==> config.mk <==
export PLATFORM = sky130hd
export DESIGN_NAME = dual_byte_fifo_irq
export DESIGN_NICKNAME = d
export VERILOG_FILES = /design/src/rtl/fifo_irq_pkg.sv /design/src/rtl/byte_queue.sv /design/src/rtl/queue_ctrl_reg.sv /design/src/rtl/irq_status_unit.sv /design/src/rtl/dual_byte_fifo_irq.sv
export SDC_FILE = /design/constraint.sdc
export NUM_CORES = 2
export LEC_CHECK = 0
export ABC_AREA = 0
export BUFFER_PORTS_ARGS = -buffer_cell sky130_fd_sc_hd__buf_2
export CORE_MARGIN = 2
export CORE_UTILIZATION = 30
export DETAILED_ROUTE_END_ITERATION = 10
export GPL_TIMING_DRIVEN = 0
export PLACE_DENSITY_LB_ADDON = 0.2
export REMOVE_ABC_BUFFERS = 1
export SLEW_MARGIN = 40
export SYNTH_ARGS = -nofsm -noshare
export SYNTH_HDL_FRONTEND = slang
export SYNTH_SLANG_ARGS = --single-unit
export TNS_END_PERCENT = 20
==> constraint.sdc <==
create_clock -name clk -period 4.45 [get_ports clk]
set_input_delay 0.2225 -clock clk [delete_from_list [all_inputs] [get_ports clk]]
set_output_delay 0.2225 -clock clk [all_outputs]
set_load 0.005 [all_outputs]
==> src/rtl/fifo_irq_pkg.sv <==
package fifo_irq_pkg;
    // control word layout
    localparam int RX_TRIG_LSB  = 0;
    localparam int RX_DMA_BIT   = 8;
    localparam int RX_FLUSH_BIT = 15;
    localparam int TX_TRIG_LSB  = 16;
    localparam int TX_DMA_BIT   = 24;
    localparam int TX_FLUSH_BIT = 31;
    localparam int TRIG_W       = 8;

    // interrupt sources, each at bit SRC_STRIDE*index
    localparam int NUM_SRC      = 4;
    localparam int SRC_STRIDE   = 4;
    localparam int SRC_RX_RDY   = 0;
    localparam int SRC_TX_REQ   = 1;
    localparam int SRC_RX_OVF   = 2;
    localparam int SRC_DONE     = 3;

    typedef struct packed {
        logic              tx_dma;
        logic [TRIG_W-1:0] tx_trig;
        logic              rx_dma;
        logic [TRIG_W-1:0] rx_trig;
    } ctrl_t;

    function automatic logic [31:0] src_to_word(input logic [NUM_SRC-1:0] v);
        logic [31:0] w;
        w = '0;
        for (int i = 0; i < NUM_SRC; i++) w[SRC_STRIDE*i] = v[i];
        return w;
    endfunction

    function automatic logic [NUM_SRC-1:0] word_to_src(input logic [31:0] w);
        logic [NUM_SRC-1:0] v;
        for (int i = 0; i < NUM_SRC; i++) v[i] = w[SRC_STRIDE*i];
        return v;
    endfunction
endpackage

==> src/rtl/byte_queue.sv <==
module byte_queue #(
    parameter int DEPTH = 128,
    parameter int DW    = 8
) (
    input  logic                       clk,
    input  logic                       rst_n,
    input  logic                       flush,
    input  logic                       push,
    input  logic [DW-1:0]              wdata,
    input  logic                       pop,
    output logic [DW-1:0]              rdata,
    output logic [$clog2(DEPTH+1)-1:0] count,
    output logic                       drop
);
    localparam int AW = (DEPTH > 1) ? $clog2(DEPTH) : 1;
    localparam int CW = $clog2(DEPTH + 1);
    localparam logic [AW-1:0] LAST = AW'(DEPTH - 1);

    typedef struct packed {
        logic [AW-1:0] wr;
        logic [AW-1:0] rd;
        logic [CW-1:0] cnt;
    } qstate_t;

    qstate_t s_d, s_q;
    logic [DW-1:0] mem [DEPTH];
    logic full_q, empty_q, do_push, do_pop;

    assign full_q  = (s_q.cnt == CW'(DEPTH));
    assign empty_q = (s_q.cnt == '0);
    assign do_pop  = pop && !empty_q && !flush;
    assign do_push = push && !flush && (!full_q || do_pop);
    assign drop    = push && !flush && full_q && !do_pop;

    always_comb begin
        s_d = s_q;
        if (flush) begin
            s_d = '0;
        end else begin
            if (do_push) s_d.wr = (s_q.wr == LAST) ? '0 : s_q.wr + 1'b1;
            if (do_pop)  s_d.rd = (s_q.rd == LAST) ? '0 : s_q.rd + 1'b1;
            case ({do_push, do_pop})
                2'b10:   s_d.cnt = s_q.cnt + 1'b1;
                2'b01:   s_d.cnt = s_q.cnt - 1'b1;
                default: s_d.cnt = s_q.cnt;
            endcase
        end
    end

    always_ff @(posedge clk or negedge rst_n) begin
        if (!rst_n) s_q <= '0;
        else        s_q <= s_d;
    end

    always_ff @(posedge clk) begin
        if (do_push) mem[s_q.wr] <= wdata;
    end

    assign rdata = mem[s_q.rd];
    assign count = s_q.cnt;
endmodule

==> src/rtl/queue_ctrl_reg.sv <==
module queue_ctrl_reg
    import fifo_irq_pkg::*;
(
    input  logic        clk,
    input  logic        rst_n,
    input  logic        ctrl_we,
    input  logic [31:0] ctrl_wdata,
    output ctrl_t       ctrl,
    output logic        rx_flush,
    output logic        tx_flush,
    output logic [31:0] ctrl_rdata
);
    ctrl_t c_d, c_q;
    logic  unused_bits;

    assign unused_bits = ^{ctrl_wdata[RX_FLUSH_BIT-1:RX_DMA_BIT+1],
                           ctrl_wdata[TX_FLUSH_BIT-1:TX_DMA_BIT+1]};

    always_comb begin
        c_d = c_q;
        if (ctrl_we) begin
            c_d.rx_trig = ctrl_wdata[RX_TRIG_LSB +: TRIG_W];
            c_d.rx_dma  = ctrl_wdata[RX_DMA_BIT];
            c_d.tx_trig = ctrl_wdata[TX_TRIG_LSB +: TRIG_W];
            c_d.tx_dma  = ctrl_wdata[TX_DMA_BIT];
        end
    end

    always_ff @(posedge clk or negedge rst_n) begin
        if (!rst_n) c_q <= '0;
        else        c_q <= c_d;
    end

    // flush commands act as pulses and are never stored
    assign rx_flush = ctrl_we && ctrl_wdata[RX_FLUSH_BIT];
    assign tx_flush = ctrl_we && ctrl_wdata[TX_FLUSH_BIT];
    assign ctrl     = c_q;

    always_comb begin
        ctrl_rdata = '0;
        ctrl_rdata[RX_TRIG_LSB +: TRIG_W] = c_q.rx_trig;
        ctrl_rdata[RX_DMA_BIT]            = c_q.rx_dma;
        ctrl_rdata[TX_TRIG_LSB +: TRIG_W] = c_q.tx_trig;
        ctrl_rdata[TX_DMA_BIT]            = c_q.tx_dma;
    end
endmodule

==> src/rtl/irq_status_unit.sv <==
module irq_status_unit #(
    parameter int N = 4
) (
    input  logic         clk,
    input  logic         rst_n,
    input  logic [N-1:0] set_vec,
    input  logic         clr_we,
    input  logic [N-1:0] clr_vec,
    input  logic         en_we,
    input  logic [N-1:0] en_vec,
    output logic [N-1:0] sta,
    output logic [N-1:0] en,
    output logic         irq
);
    typedef struct packed {
        logic [N-1:0] sta;
        logic [N-1:0] en;
    } istate_t;

    istate_t s_d, s_q;

    always_comb begin
        s_d = s_q;
        if (en_we) s_d.en = en_vec;
        // a set condition in the clear cycle wins over the clear
        s_d.sta = (s_q.sta & ~(clr_we ? clr_vec : '0)) | set_vec;
    end

    always_ff @(posedge clk or negedge rst_n) begin
        if (!rst_n) s_q <= '0;
        else        s_q <= s_d;
    end

    assign sta = s_q.sta;
    assign en  = s_q.en;
    assign irq = |(s_q.sta & s_q.en);
endmodule

==> src/rtl/dual_byte_fifo_irq.sv <==
module dual_byte_fifo_irq
    import fifo_irq_pkg::*;
#(
    parameter int DEPTH = 128
) (
    input  logic        clk,
    input  logic        rst_n,
    input  logic        ctrl_we,
    input  logic [31:0] ctrl_wdata,
    output logic [31:0] ctrl_rdata,
    input  logic        ien_we,
    input  logic [31:0] ien_wdata,
    output logic [31:0] ien_rdata,
    input  logic        ista_we,
    input  logic [31:0] ista_wdata,
    output logic [31:0] ista_rdata,
    output logic [31:0] fstat_rdata,
    input  logic        tx_push,
    input  logic [7:0]  tx_wdata,
    input  logic        tx_pop,
    output logic [7:0]  tx_rdata,
    input  logic        rx_push,
    input  logic [7:0]  rx_wdata,
    input  logic        rx_pop,
    output logic [7:0]  rx_rdata,
    input  logic        xfer_done,
    output logic        rx_dma_req,
    output logic        tx_dma_req,
    output logic        irq
);
    localparam int CW  = $clog2(DEPTH + 1);
    localparam int CMP = ((CW > TRIG_W) ? CW : TRIG_W) + 1;

    ctrl_t              ctrl;
    logic               rx_flush, tx_flush, rx_drop, tx_drop;
    logic [CW-1:0]      rx_cnt, tx_cnt;
    logic               rx_lvl, tx_lvl, unused_tx_drop;
    logic [NUM_SRC-1:0] set_vec, sta, en;

    queue_ctrl_reg u_ctrl (
        .clk, .rst_n, .ctrl_we, .ctrl_wdata,
        .ctrl(ctrl), .rx_flush(rx_flush), .tx_flush(tx_flush),
        .ctrl_rdata(ctrl_rdata)
    );

    byte_queue #(.DEPTH(DEPTH), .DW(8)) u_txq (
        .clk, .rst_n, .flush(tx_flush), .push(tx_push), .wdata(tx_wdata),
        .pop(tx_pop), .rdata(tx_rdata), .count(tx_cnt), .drop(tx_drop)
    );

    byte_queue #(.DEPTH(DEPTH), .DW(8)) u_rxq (
        .clk, .rst_n, .flush(rx_flush), .push(rx_push), .wdata(rx_wdata),
        .pop(rx_pop), .rdata(rx_rdata), .count(rx_cnt), .drop(rx_drop)
    );

    // a full transmit queue silently discards
    assign unused_tx_drop = tx_drop;

    assign rx_lvl = CMP'(rx_cnt) >= CMP'(ctrl.rx_trig);
    assign tx_lvl = CMP'(tx_cnt) <= CMP'(ctrl.tx_trig);

    always_comb begin
        set_vec             = '0;
        set_vec[SRC_RX_RDY] = rx_lvl;
        set_vec[SRC_TX_REQ] = tx_lvl;
        set_vec[SRC_RX_OVF] = rx_drop;
        set_vec[SRC_DONE]   = xfer_done;
    end

    irq_status_unit #(.N(NUM_SRC)) u_irq (
        .clk, .rst_n, .set_vec(set_vec),
        .clr_we(ista_we), .clr_vec(word_to_src(ista_wdata)),
        .en_we(ien_we), .en_vec(word_to_src(ien_wdata)),
        .sta(sta), .en(en), .irq(irq)
    );

    assign ista_rdata = src_to_word(sta);
    assign ien_rdata  = src_to_word(en);
    assign rx_dma_req = ctrl.rx_dma && rx_lvl;
    assign tx_dma_req = ctrl.tx_dma && tx_lvl;

    always_comb begin
        fstat_rdata = '0;
        fstat_rdata[7:0]   = 8'(rx_cnt);
        fstat_rdata[23:16] = 8'(tx_cnt);
    end
endmodule

# --- Word-level counts from Yosys, hierarchy flattened ---
# Memories as Yosys holds them, arrays and structs flattened.
# Index checks and enable logic that the tools add are counted.
totals:
  register_bits: 70
  ram_bits: 2048
  in_bits: 122
  out_inout_bits: 147
  word_cells: 87
  n_memories: 2
op_classes:
  addsub: 8
  magnitude_cmp: 2
  n_eq_ne: 10
  muxes: 17
  bitwise: 4
  reduce_logical: 32
mem_list:
  columns: ["name", "depth", "width", "read_ports", "rd_ports_with_merged_regs", "write_ports", "line", "rtl"]
  rows:
  - ["u_rxq.mem", 128, 8, 1, 0, 1, "byte_queue.sv:26", "logic [DW-1:0] mem [DEPTH];"]
  - ["u_txq.mem", 128, 8, 1, 0, 1, "byte_queue.sv:26", null]
ops:
  columns: ["op", "n"]
  rows:
  - ["7-bit two-way mux", 8]
  - ["22-bit two-way mux", 2]
  - ["8-bit one-hot mux with 2 select lines", 2]
  - ["7-bit by 1-bit adder with 7-bit output (second input constant)", 4]
  - ["7-bit == test (second input constant)", 4]
  - ["8-bit by 1-bit adder with 8-bit output (second input constant)", 2]
  - ["8-bit == test (second input constant)", 2]
  - ["8-bit zero test", 2]
  - ["8-bit by 1-bit subtractor with 8-bit output (second input constant)", 2]
  - ["1-bit logical AND", 14]
  - ["4-bit bitwise AND", 2]
  - ["8-bit >= comparator", 1]
  - ["8-bit <= comparator", 1]
  - ["2-bit nonzero test", 4]
  - ["1-bit zero test", 7]
  - ["3-bit nonzero test", 2]
  - ["2-bit by 1-bit == test with 1-bit output (second input constant)", 2]
  - ["2-bit == test (second input constant)", 2]
  - ["1-bit two-way mux", 4]
  - ["4-bit two-way mux", 1]
  - ["4-bit NOT", 1]
  - ["4-bit OR", 1]
  - ["4-bit OR reduction", 1]
  - ["1-bit logical OR", 2]

# --- Depth between registers and ports, before layout ---
depth:
  depth_word: 9
  ltp_mapped: 13
  mapped_depth_nobuf: 10

# --- By module ---
# Synthesis repeated with hierarchy kept, for this count alone.
hier_totals:
  cells_unflattened: 4825
  area_unflattened_um2: 85198.0
modules_own_cells:
  columns: ["module", "n_inst", "cells_per_inst", "area_per_inst_um2", "seq_area_each_um2"]
  rows:
  - ["byte_queue", 2, 2300, 41453.5, 31300.0]
  - ["queue_ctrl_reg", 1, 73, 999.7, 450.4]
  - ["dual_byte_fifo_irq", 1, 129, 982.2, 0.0]
  - ["irq_status_unit", 1, 23, 309.0, 200.2]

# --- Least setup slack after synthesis ---
# No wires, ideal clock.
synth_path:
  path_kind: "reg-to-reg"
  startpoint: "reg u_txq.s_q, in the netlist u_txq.count[3]"
  endpoint: "reg u_txq.s_q, in the netlist u_txq.count[7]"
  setup_time_ns: 0.135
  arrival_time_ns: 3.367
  t_required_ns: 4.315
  slack_ns: 0.948
  stages_incl_launch_ff: 11
  path_buffers: 1
  period_less_slack_ns: 3.502
  cell_sequence: "dfrtp_1 -> or4_1 -> o31ai_1 -> clkbuf_1 -> nor3_1 -> ha_1 -> o21a_1 -> a2111oi_0 -> o21a_1 -> o21ai_0 -> nor3b_1"
synth_between:
  elab_chain_len: 9
  word_cells_on_any_way: 15
  cone_classes: "add/sub: 2; eq/ne: 3; mux: 2; reduce/logical: 8"
synth_rtl:
  columns: ["element", "line", "rtl"]
  rows:
  - ["from (decl)", "byte_queue.sv:25", "qstate_t s_d, s_q;"]
  - ["from (signal assigned)", "byte_queue.sv:51", "if (!rst_n) s_q <= '0;"]
  - ["from (signal assigned)", "byte_queue.sv:52", "else s_q <= s_d;"]
  - ["8-bit zero test", "byte_queue.sv:30", "assign empty_q = (s_q.cnt == '0);"]
  - ["1-bit zero test", "byte_queue.sv:31", "assign do_pop = pop && !empty_q && !flush;"]
  - ["1-bit logical AND (2 in series)", "byte_queue.sv:31", null]
  - ["1-bit logical OR", "byte_queue.sv:32", "assign do_push = push && !flush && (!full_q || do_pop);"]
  - ["1-bit logical AND", "byte_queue.sv:32", null]
  - ["2-bit by 1-bit == test with 1-bit output / 2-bit == test (equally long branches)", "byte_queue.sv:42", "case ({do_push, do_pop})"]
  - ["8-bit one-hot mux with 2 select lines", "byte_queue.sv:42", null]
  - ["22-bit two-way mux", "byte_queue.sv:37", "if (flush) begin"]
# Several ways; a longest one is shown, not always the timed one.
# A chain may end at the register's enable or synchronous reset.

# --- Worst setup path after layout ---
layout_path:
  startpoint: "reg u_rxq.s_q[8] in the netlist's numbering"
  endpoint: "out rx_rdata[7]"
layout_between:
  elab_chain_len: 1
layout_rtl:
  columns: ["element", "line", "rtl"]
  rows:
  - ["from (decl)", "byte_queue.sv:25", null]
  - ["from (signal assigned)", "byte_queue.sv:51", null]
  - ["from (signal assigned)", "byte_queue.sv:52", null]
  - ["memory 128 x 8 bit", null, null]
  - ["to (decl)", "dual_byte_fifo_irq.sv:25", "output logic [7:0] rx_rdata,"]
# No other way between the ends.

==> results.py <==
metrics = {
    "yosys": {
        "synth_area_leaders": "edfxtp_1, mux4_2, mux2i_1",
        "synth.most_common_cell": "edfxtp_1",
        "netlist_area_um2": 84100,
        "synth-edff-count": 2048,
        "yosysUniqueCellTypes": 65,
        "ys_top_cells_by_count": "edfxtp_1, mux4_2, nor2_1",
        "synth_area_leader_cell": "edfxtp_1",
        "async_reset_ff_share_pct": 3.31,
        "synth_ff_type": "edfxtp_1",
        "syn_avg_cell_area_um2": 19.0,
        "syn_inst": 4429,
        "seq_area_frac_synth_pct": 75.3,
        "yosysTopAreaCellShare_pct": 73.2,
        "ys_seq_elements": 2118,
        "ys_warn_count": 0,
    },
    "finish": {
        "nets": 4905,
        "stdcell_count": 8661,
        "final_area_um2": 99700,
        "syn_to_final_growth_pct": 18.6,
        "drive_above_1_share_pct": 25.9,
        "utilization_pct": 35.7,
    },
    "power": {
        "power-per-cell-area_nw_per_um2": 505,
        "p_leak_uw": 0.0311,
        "irDropWorstVdd_v": 0.000345,
    },
    "global_route": {
        "grtUsageTotal_pct": 14.7,
        "grt_max_degree": 90,
        "grt_pass1_wl_mm": 308,
        "grt_pass1_vias": 43000,
        "antenna_found_initial": 4,
        "grt_overflow": 0,
    },
    "routing": {
        "wl_per_cell_um": 24.7,
        "firstDrtPassIters": 5,
        "ant_nets": 0,
        "viasPerCell": 4.83,
        "drtIter0Drc": 3445,
        "drc": 0,
        "wl_mm": 214,
        "vias": 41800,
    },
    "timing": {
        "final_hold_viol_count": 0,
        "setup_slack_ps": 68.9,
        "finalCriticalPeriod_ps": 4380,
        "worstMarginPinSlew_ps": 881,
        "maxSlewViolCount": 0,
        "rsz0062_at_grt": "true",
        "slew_headroom_pct": 41.0,
        "period_share_pct": 98.5,
        "fin_skew_ps": 91.4,
        "fmax_ghz": 0.228,
        "setup-violations-final": 0,
    },
    "placement": {
        "portBuffers": 114,
        "dp_hpwl_mm": 131,
        "gp_congestion": 0.788,
        "placedInstanceArea_um2": 90600,
        "dp.cells": 8125,
        "dpl_worst_slack_ps": 110,
    },
    "clocking": {
        "clock_latency_ps": 930,
        "cts.reportedPaths.clkPinSlew_ps": 60,
        "cts_sinks": 2118,
        "cts_buffer_depth": 4,
        "tritoncts": "yes",
        "cts_htree_levels": 4,
        "cts-root-buf": "clkbuf_16",
        "numCtsBuffers": 229,
    },
    "worst_hold_path": {
        "hp-class": "in2reg",
    },
    "critical_path": {
        "crit_path_max_fanout": 27,
        "critPathTopFamily": "buffers and inverters",
        "critPathMaxStageDelay_ps": 560,
        "critical_path_required_ps": 4230,
        "cp_common_cell": "buf_12",
        "path_cells": "buf_4 -> buf_12 -> buf_12 -> buf_12 -> mux4_2 -> mux2i_1 -> a21oi_1 -> nand3_1 -> nand4_1 -> buf_2",
        "cp.arrival_ps": 4160,
        "slowest_stage": "mux4_2",
        "critPathCaptureType": "output port",
        "critPathBufInv": 5,
        "startpoint_type": "flop",
        "critPathKind": "reg2out",
    },
    "floorplan": {
        "core_area_um2": 279000,
        "ios": 269,
        "start_util_pct": 30.1,
        "die_x_um": 533,
        "die-area_um2": 284000,
        "row_count": 194,
        "die_h_um": 533,
    },
    "status": {
        "status": "finished clean",
    },
    "run": {
        "drv_cap": 0,
    },
}
## layer usage
layer	share of wire, %	vias to the layer above	wire (um)	track usage, %
li1	-	18400	-	-
met1	45	22200	96400	20.5
met2	49	911	104000	24.1
met3	4.0	288	8650	2.05
met4	2.3	0	4860	3.68
met5	0	-	0	0
## per-stage QoR
step	power, uW	TNS [ps]	hold slack (ps)
2_1_floorplan	29800	-204170	-73.1
3_3_place_gp	31000	-441440	435
3_5_place_dp	31800	0	181
4_1_cts	51000	-128	21.5
5_1_grt	52200	-100	85.2
6_report	50300	0	42.3
## registers in the layout (all words and copies together) (netlist names)
name         cells
u_rxq.mem     1024
u_irq.en         4
u_irq.sta        4
u_rxq.s_q       14
u_txq.s_q       14
u_txq.count      8
u_ctrl.ctrl     18
u_txq.mem     1024
u_rxq.count      8
## layout by cell type (no fill, tap or decap), types with 57 or more instances in the layout
| cell type | n |
|---|---|
| dlygate4sd3_1 | 93 |
| o22ai_1 | 81 |
| conb_1 | 86 |
| nand2_1 | 140 |
| mux4_2 | 393 |
| edfxtp_1 | 2048 |
| o21ai_0 | 118 |
| clkinv_1 | 57 |
| nor2_1 | 176 |
| dfrtp_1 | 60 |
| clkbuf_16 | 233 |
| buf_2 | 97 |
| a21oi_1 | 63 |
| nor2_2 | 183 |
| mux2i_1 | 317 |
## power by group
group / internal (uW) / total (uW) / switching (uW)
combinational: 4100 / 9250 / 5140
sequential: 22100 / 22400 / 331
clock: 10800 / 18600 / 7880
## what timing repair did
| item | in CTS | in global routing |
|---|---|---|
| pin swaps | 0 | 4 |
| hold endpoints to repair | 1335 | 0 |
| resized for setup | 65 | 15 |
| setup endpoints to repair | 16 | 15 |
| cloned | 4 | 2 |
| hold buffers | 94 | 0 |
| buffers inserted | 17 | 2 |
## worst reg2reg max path, delay by kind of cell (launching register included)
family | cells | cell delay, ps
simple gates | 5 | 2160
flops | 1 | 480
compound gates | 1 | 760
## logic make-up after synthesis
| logic type | after synthesis | share of synthesized area, % |
|---|---|---|
| other | 1 | 0.00446 |
| AO/OA/AOI/OAI | 435 | 3.34 |
| multiplexers | 737 | 14.7 |
| AND/OR/NAND/NOR | 718 | 3.74 |
| XOR/XNOR | 23 | 0.240 |
| buffers and inverters | 363 | 2.24 |
| flip-flops | 2118 | 75.3 |
| adder cells (fa/ha/maj) | 34 | 0.524 |
## path summary, 6_finish.rpt
| check | start | to | slack (ps) | cells past startpoint |
|---|---|---|---|---|
| worst max-delay path | u_rxq.s_q[8] | rx_rdata[7] | 70 | 10 |
| worst min-delay path | ctrl_we | u_ctrl.ctrl[9] | 40 | 2 |
| worst max register to register | u_rxq.count[7] | u_rxq.mem[106][6] | 670 | 6 |
| worst min register to register | u_ctrl.ctrl[8] | u_ctrl.ctrl[8] | 530 | 1 |
| max in group asynchronous | rst_n | u_rxq.s_q[11] | 3700 | 4 |
| min in group asynchronous | rst_n | u_txq.s_q[16] | 470 | 4 |
## layout make-up
class | count | area [um2]
Antenna cell | 1 | 2.50
Clock buffer | 288 | 6050
Clock inverter | 130 | 1260
Fill cell | 26100 | 179000
Inverter | 25 | 93.8
Multi-Input combinational cell | 2033 | 20300
Sequential cell | 2118 | 63300
Tap cell | 3724 | 4660
Timing Repair Buffer | 342 | 4070
Note: power is estimated with default switching activity, not from simulation.
